--- config.mk ---
export PLATFORM = sky130hd
export DESIGN_NAME = dma_berr_retry
export DESIGN_NICKNAME = d
export VERILOG_FILES = /design/src/rtl/dma_berr_pkg.sv /design/src/rtl/dma_berr_budget.sv /design/src/rtl/dma_berr_escalate.sv /design/src/rtl/dma_berr_retry.sv
export SDC_FILE = /design/constraint.sdc
export NUM_CORES = 1
export LEC_CHECK = 0
export ABC_AREA = 0
export ABC_CLOCK_PERIOD_IN_PS = 3000
export CAP_MARGIN = 15
export CORE_MARGIN = 1.5
export CORE_UTILIZATION = 44
export DETAILED_ROUTE_END_ITERATION = 12
export MAX_ROUTING_LAYER = met4
export PLACE_DENSITY_LB_ADDON = 0.12
export SYNTH_ARGS = -nofsm -noshare
export SYNTH_HDL_FRONTEND = slang
export SYNTH_SLANG_ARGS = --single-unit
--- constraint.sdc ---
create_clock -name clk -period 3 [get_ports clk]
set_input_delay 0.3 -clock clk [delete_from_list [all_inputs] [get_ports clk]]
set_output_delay 0.3 -clock clk [all_outputs]
set_load 0.01 [all_outputs]
--- src/rtl/dma_berr_pkg.sv ---
package dma_berr_pkg;

    localparam int unsigned BUDGET_W_DEF = 8;

    // Outcome chosen for the bus cycle that ends this clock
    typedef enum logic [1:0] {
        ACT_NONE     = 2'd0,
        ACT_RETRY    = 2'd1,
        ACT_ESCALATE = 2'd2
    } err_act_e;

endpackage

--- src/rtl/dma_berr_budget.sv ---
module dma_berr_budget #(
    parameter int unsigned W = 8
) (
    input  logic         clk,
    input  logic         rst_n,
    input  logic         wr_en,
    input  logic [W-1:0] wr_data,
    input  logic         dec,
    output logic [W-1:0] budget,
    output logic         empty
);

    typedef struct packed {
        logic [W-1:0] cnt;
    } budget_t;

    localparam budget_t RESET_VAL = '{cnt: '0};

    budget_t st_d, st_q;

    always_comb begin
        st_d = st_q;
        if (wr_en) begin
            st_d.cnt = wr_data;          // host write beats the decrement
        end else if (dec) begin
            st_d.cnt = st_q.cnt - W'(1);
        end
    end

    always_ff @(posedge clk) begin
        if (!rst_n) st_q <= RESET_VAL;
        else        st_q <= st_d;
    end

    assign budget = st_q.cnt;
    assign empty  = (st_q.cnt == '0);

endmodule

--- src/rtl/dma_berr_escalate.sv ---
module dma_berr_escalate
    import dma_berr_pkg::*;
(
    input  logic     clk,
    input  logic     rst_n,
    input  err_act_e act,
    input  logic     ack,
    output logic     retry,
    output logic     halted,
    output logic     intr
);

    typedef struct packed {
        logic retry;
        logic halted;
        logic intr;
    } flags_t;

    localparam flags_t RESET_VAL = '{retry: 1'b0, halted: 1'b0, intr: 1'b0};

    flags_t fl_d, fl_q;

    always_comb begin
        fl_d       = fl_q;
        fl_d.retry = (act == ACT_RETRY);
        if (fl_q.halted && ack) begin
            fl_d.halted = 1'b0;
            fl_d.intr   = 1'b0;
        end
        if (act == ACT_ESCALATE) begin
            fl_d.halted = 1'b1;
            fl_d.intr   = 1'b1;
        end
    end

    always_ff @(posedge clk) begin
        if (!rst_n) fl_q <= RESET_VAL;
        else        fl_q <= fl_d;
    end

    assign retry  = fl_q.retry;
    assign halted = fl_q.halted;
    assign intr   = fl_q.intr;

endmodule

--- src/rtl/dma_berr_retry.sv ---
module dma_berr_retry
    import dma_berr_pkg::*;
#(
    parameter int unsigned CNT_W = BUDGET_W_DEF
) (
    input  logic             clk,
    input  logic             rst_n,
    input  logic             cnt_wr_en,
    input  logic [CNT_W-1:0] cnt_wr_data,
    input  logic             bus_err,
    input  logic             cyc_done,
    input  logic             irq_ack,
    output logic             retry_req,
    output logic             suspend,
    output logic             irq,
    output logic [CNT_W-1:0] count
);

    err_act_e act_d;
    logic     budget_empty;
    logic     halted_q;

    // Choose the outcome of the bus cycle that completes this clock
    always_comb begin
        act_d = ACT_NONE;
        if (bus_err && cyc_done && !halted_q) begin
            act_d = budget_empty ? ACT_ESCALATE : ACT_RETRY;
        end
    end

    dma_berr_budget #(.W(CNT_W)) u_budget (
        .clk     (clk),
        .rst_n   (rst_n),
        .wr_en   (cnt_wr_en),
        .wr_data (cnt_wr_data),
        .dec     (act_d == ACT_RETRY),
        .budget  (count),
        .empty   (budget_empty)
    );

    dma_berr_escalate u_esc (
        .clk    (clk),
        .rst_n  (rst_n),
        .act    (act_d),
        .ack    (irq_ack),
        .retry  (retry_req),
        .halted (halted_q),
        .intr   (irq)
    );

    assign suspend = halted_q;

endmodule


# Word-level counts from Yosys, hierarchy flattened
# Index checks and enable logic that the tools add are counted.
# Widths: inputs -> output; s select.
# totals
register_bits,11
inputBits,14
output_inout_bits,11
word_cells,20
# op_classes
n_addsub,1
n_eq_ne,2
muxes,6
reduce_logical,7
# ops
operator,n
$mux 8,2
$logic_not 8->1,1
$mux 2,4
$sub 8x1->8 const B,1
$reduce_bool 2->1,2
$logic_and 1x1->1,3
$eq 2x1->1 const B,1
$eq 2x2->1 const B,1
$logic_not 1->1,1

# Logic depth before layout (Yosys ltp)
# depth
depth_word,6
depth_mapped,6

# By module
# Synthesis repeated with hierarchy kept, for this count alone.
# hier_totals
hier_cells,68
hier_area_um2,585.6
# modules_own_cells
module,n_inst,cells_per_inst,area_each_um2,seq_area_each_um2
dma_berr_budget,1,58,480.5,160.2
dma_berr_escalate,1,8,81.3,40.0
dma_berr_retry,1,2,23.8,0.0

# Worst setup path after synthesis
# No wires, ideal clock.
# synth_path
path_type,register -> register
from,register u_budget.st_q (netlist bit u_budget.budget[0])
to,register u_budget.st_q (netlist bit u_budget.budget[4])
arrival_time_ps,1732
required_time_ps,2926
setup_slack_ps,1194
stages_incl_launch_ff,7
n_path_buf,1
cell_sequence,dfxtp_1 -> inv_1 -> ha_1 -> or3b_1 -> buf_2 -> or4_1 -> a31oi_1
# synth_between
elab_chain_cells,5
elab_cells_between_ends,8
classes_between,add/sub (1); eq/ne (1); mux (4); reduce/logical (2)
# synth_rtl
element,line_no,text
from (decl),dma_berr_budget.sv:19,"budget_t st_d, st_q;"
from (signal assigned),dma_berr_budget.sv:32,else st_q <= st_d;
"parallel branches: the longest is 5 deep, another holds $sub 8x1->8",n/a,
# Parallel ways; which one is timed is not known. The select of a mux whose other input is x is not followed.
# A chain may end at the register's enable or synchronous reset.

# Final worst setup path
# Same ends and word-level chain as after synthesis.

==> flow_summary_export.csv <==
group,metric,value,unit
drt,drt-wirelength-per-cell,14.1,µm
logic_synthesis,synthCells,75,
timing,slew_viol_final,0,
floorplan,core_area,0.00130,mm²
clocking,cts_setup_buffers,0,
power_and_ir_drop,max-vdd-ir-drop,208,µV
placement,dp_cells,109,
setup_path,path_cells,"inv_1 -> ha_1 -> or3b_1 -> or4_1 -> a31oi_1",
clocking,clk_latency,0.27,ns
logic_synthesis,synthTopCellsByCount,"dfxtp_1 (10), o21ai_0 (7), a31oi_1 (5), inv_1 (5), nor2_1 (5)",
drt,detail_route.vias_per_cell,5.96,
logic_synthesis,yosysMostFrequentCell,"dfxtp_1",
timing,setup_viol,0,
clocking,cts_tree,"built",
finish,area_growth,41.8,%
logic_synthesis,ys_types,34,
drt,vias,667,
clocking,cts-buffers-inserted,3,
setup_path,worstPathMaxFanout,8,
timing,rsz0062_at_grt,"false",
logic_synthesis,yosysSeqAreaShare,0.325,
drt,drtIter0Drc,11,
logic_synthesis,syn-mean-instance-area,8.22,µm²
logic_synthesis,syn_area,617,µm²
timing,period_share,0.645,
timing,min_period,1.94,ns
finish,fillers,124,
drt,detail-route-antenna-nets,0,
logic_synthesis,synth_edf_count,0,
logic_synthesis,yosys-top-cells-area,"dfxtp_1 (32%), o21ai_0 (5.7%), a31oi_1 (5.1%)",
finish,nets,114,
timing,whs,0.552,ns
floorplan,die_h,40.4,µm
setup_path,startpoint_type,"flop",
timing,worst_pin_slew,0.478,ns
floorplan,row_count,13,
power_and_ir_drop,leakage,0.305,nW
floorplan,die_w,40.4,µm
outcome,status,"completed",
floorplan,initial_core_util,0.474,
setup_path,cp_num_buf_inv,1,
setup_path,crit_family,"simple AND/OR/NAND/NOR gates",
flow_run,drv_cap,0,
timing,tns,0,ns
floorplan,io_pins,25,
logic_synthesis,ys_async_sr_fraction,0,
logic_synthesis,yosysTopAreaCellShare,0.325,
clocking,clkTransAtPathRegs,0.07,ns
clocking,clock-root-buffer,"clkbuf_4",
logic_synthesis,ys_seq_elements,10,
global_route,track_usage,0.242,
logic_synthesis,synthFlopType,"dfxtp_1",
finish,diodes,0,
drt,drc_errors,0,
global_route,grt_start_max_net_pins,15,
clocking,clockBufferDepth,2,
finish,layout-drive-gt1-share,0.0515,
placement,hpwl,1100,µm
clocking,cts_resized,0,
timing,finalClockSkew,0.00264,ns
placement,port_buffers,24,
setup_path,crit_path_end_kind,"flop",
power_and_ir_drop,fin_total_pwr,356,µW
floorplan,die-area,0.00164,mm²
setup_path,cp.arrival,2.14,ns
finish,stdcell_count,112,
timing,hold_violations,0,
logic_synthesis,synth_top_area_cell,"dfxtp_1",
min_path,hp-class,"reg2reg",
clocking,htree_levels,1,
setup_path,required,3.20,ns
drt,wl,1580,µm
clocking,clock-sinks,10,
logic_synthesis,synth_nets,90,
global_route,grt_pass1_wl,2510,µm
timing,max-slew-margin-rel,0.679,
drt,first_pass_iters,4,
power_and_ir_drop,power.density,407,mW/mm²
global_route,grt_overflow,0,
setup_path,slowest_delay,0.51,ns
setup_path,cp_slowest_cell,"or4_1",
placement,gp_congestion,0.777,
clocking,holdBufCountCts,0,
global_route,grt_pass1_vias,588,
global_route,antenna_found_initial,0,
setup_path,path_class,"reg2reg",
logic_synthesis,yosys_warnings,0,
timing,fmax,517,MHz
flip-flops by register name, summed over array words and instances, names as in the netlist:
name / cells
u_budget.budget: 8
u_esc.intr: 1
u_esc.retry: 1
worst register-to-register path, cell delays in order, from the launching register on:
cell	delay (ns)
dfxtp_1	0.37
inv_1	0.08
ha_1	0.24
or3b_1	0.50
or4_1	0.52
a31oi_1	0.17
area by class of cell:
type | count | area (µm²) | area share
sequential | 10 | 200 | 0.229
timing repair buffer | 24 | 240 | 0.275
inverter | 5 | 18.8 | 0.0215
tap | 15 | 18.8 | 0.0215
clock buffer | 3 | 22.5 | 0.0258
multi-input combinational | 55 | 374 | 0.428
cell families after synthesis:
kind of cell | count (synthesis) | synth area share
AO/OA/AOI/OAI | 27 | 0.304
adder cells (fa/ha/maj) | 1 | 0.0203
buffers and inverters | 10 | 0.0690
flip-flops | 10 | 0.325
AND/OR/NAND/NOR | 27 | 0.282
cell usage in the layout, fill, tap and decap left out, types with 3 or more instances in the layout:
cell             synthesis  layout
clkdlybuf4s50_1          0      24
clkbuf_4                 0       3
nand3_1                  4       4
nor2_1                   5       5
a31oi_1                  5       5
o211ai_1                 3       3
inv_1                    5       5
dfxtp_1                 10      10
o2111ai_1                3       3
o21ai_0                  7       7
routing by layer:
layer	routed length, µm	track usage
met1	747	0.292
met4	34	0.125
met5	0	-
met3	67	0.0333
met2	730	0.385
metrics by stage:
stage	utilization	setup slack, ns	area (µm²)
2_1_floorplan	-	1.19	617
5_1_grt	0.672	0.957	875
4_1_cts	0.672	1.07	875
3_3_place_gp	0.655	1.11	852
3_5_place_dp	0.655	1.12	852
6_report	0.672	1.06	875
where the power goes:
group	internal, mW	switching, mW	total [mW]	leakage, nW
clock network	0.0465	0.0485	0.0950	0.0138
registers	0.142	0.0149	0.157	0.0828
logic	0.0562	0.0476	0.104	0.209
total	0.245	0.111	0.356	0.305
worst paths after layout:
check | startpoint | endpoint | slack (ns) | cells after the start
worst max-delay path | u_budget.budget[0]$_SDFFE_PN0P_ | u_budget.budget[4]$_SDFFE_PN0P_ | 1.06 | 5
worst min-delay path | u_budget.budget[7]$_SDFFE_PN0P_ | u_budget.budget[7]$_SDFFE_PN0P_ | 0.55 | 2
worst max register to register | u_budget.budget[0]$_SDFFE_PN0P_ | u_budget.budget[4]$_SDFFE_PN0P_ | 1.06 | 5
worst min register to register | u_budget.budget[7]$_SDFFE_PN0P_ | u_budget.budget[7]$_SDFFE_PN0P_ | 0.55 | 2
Note: power is estimated with default switching activity, not from simulation.
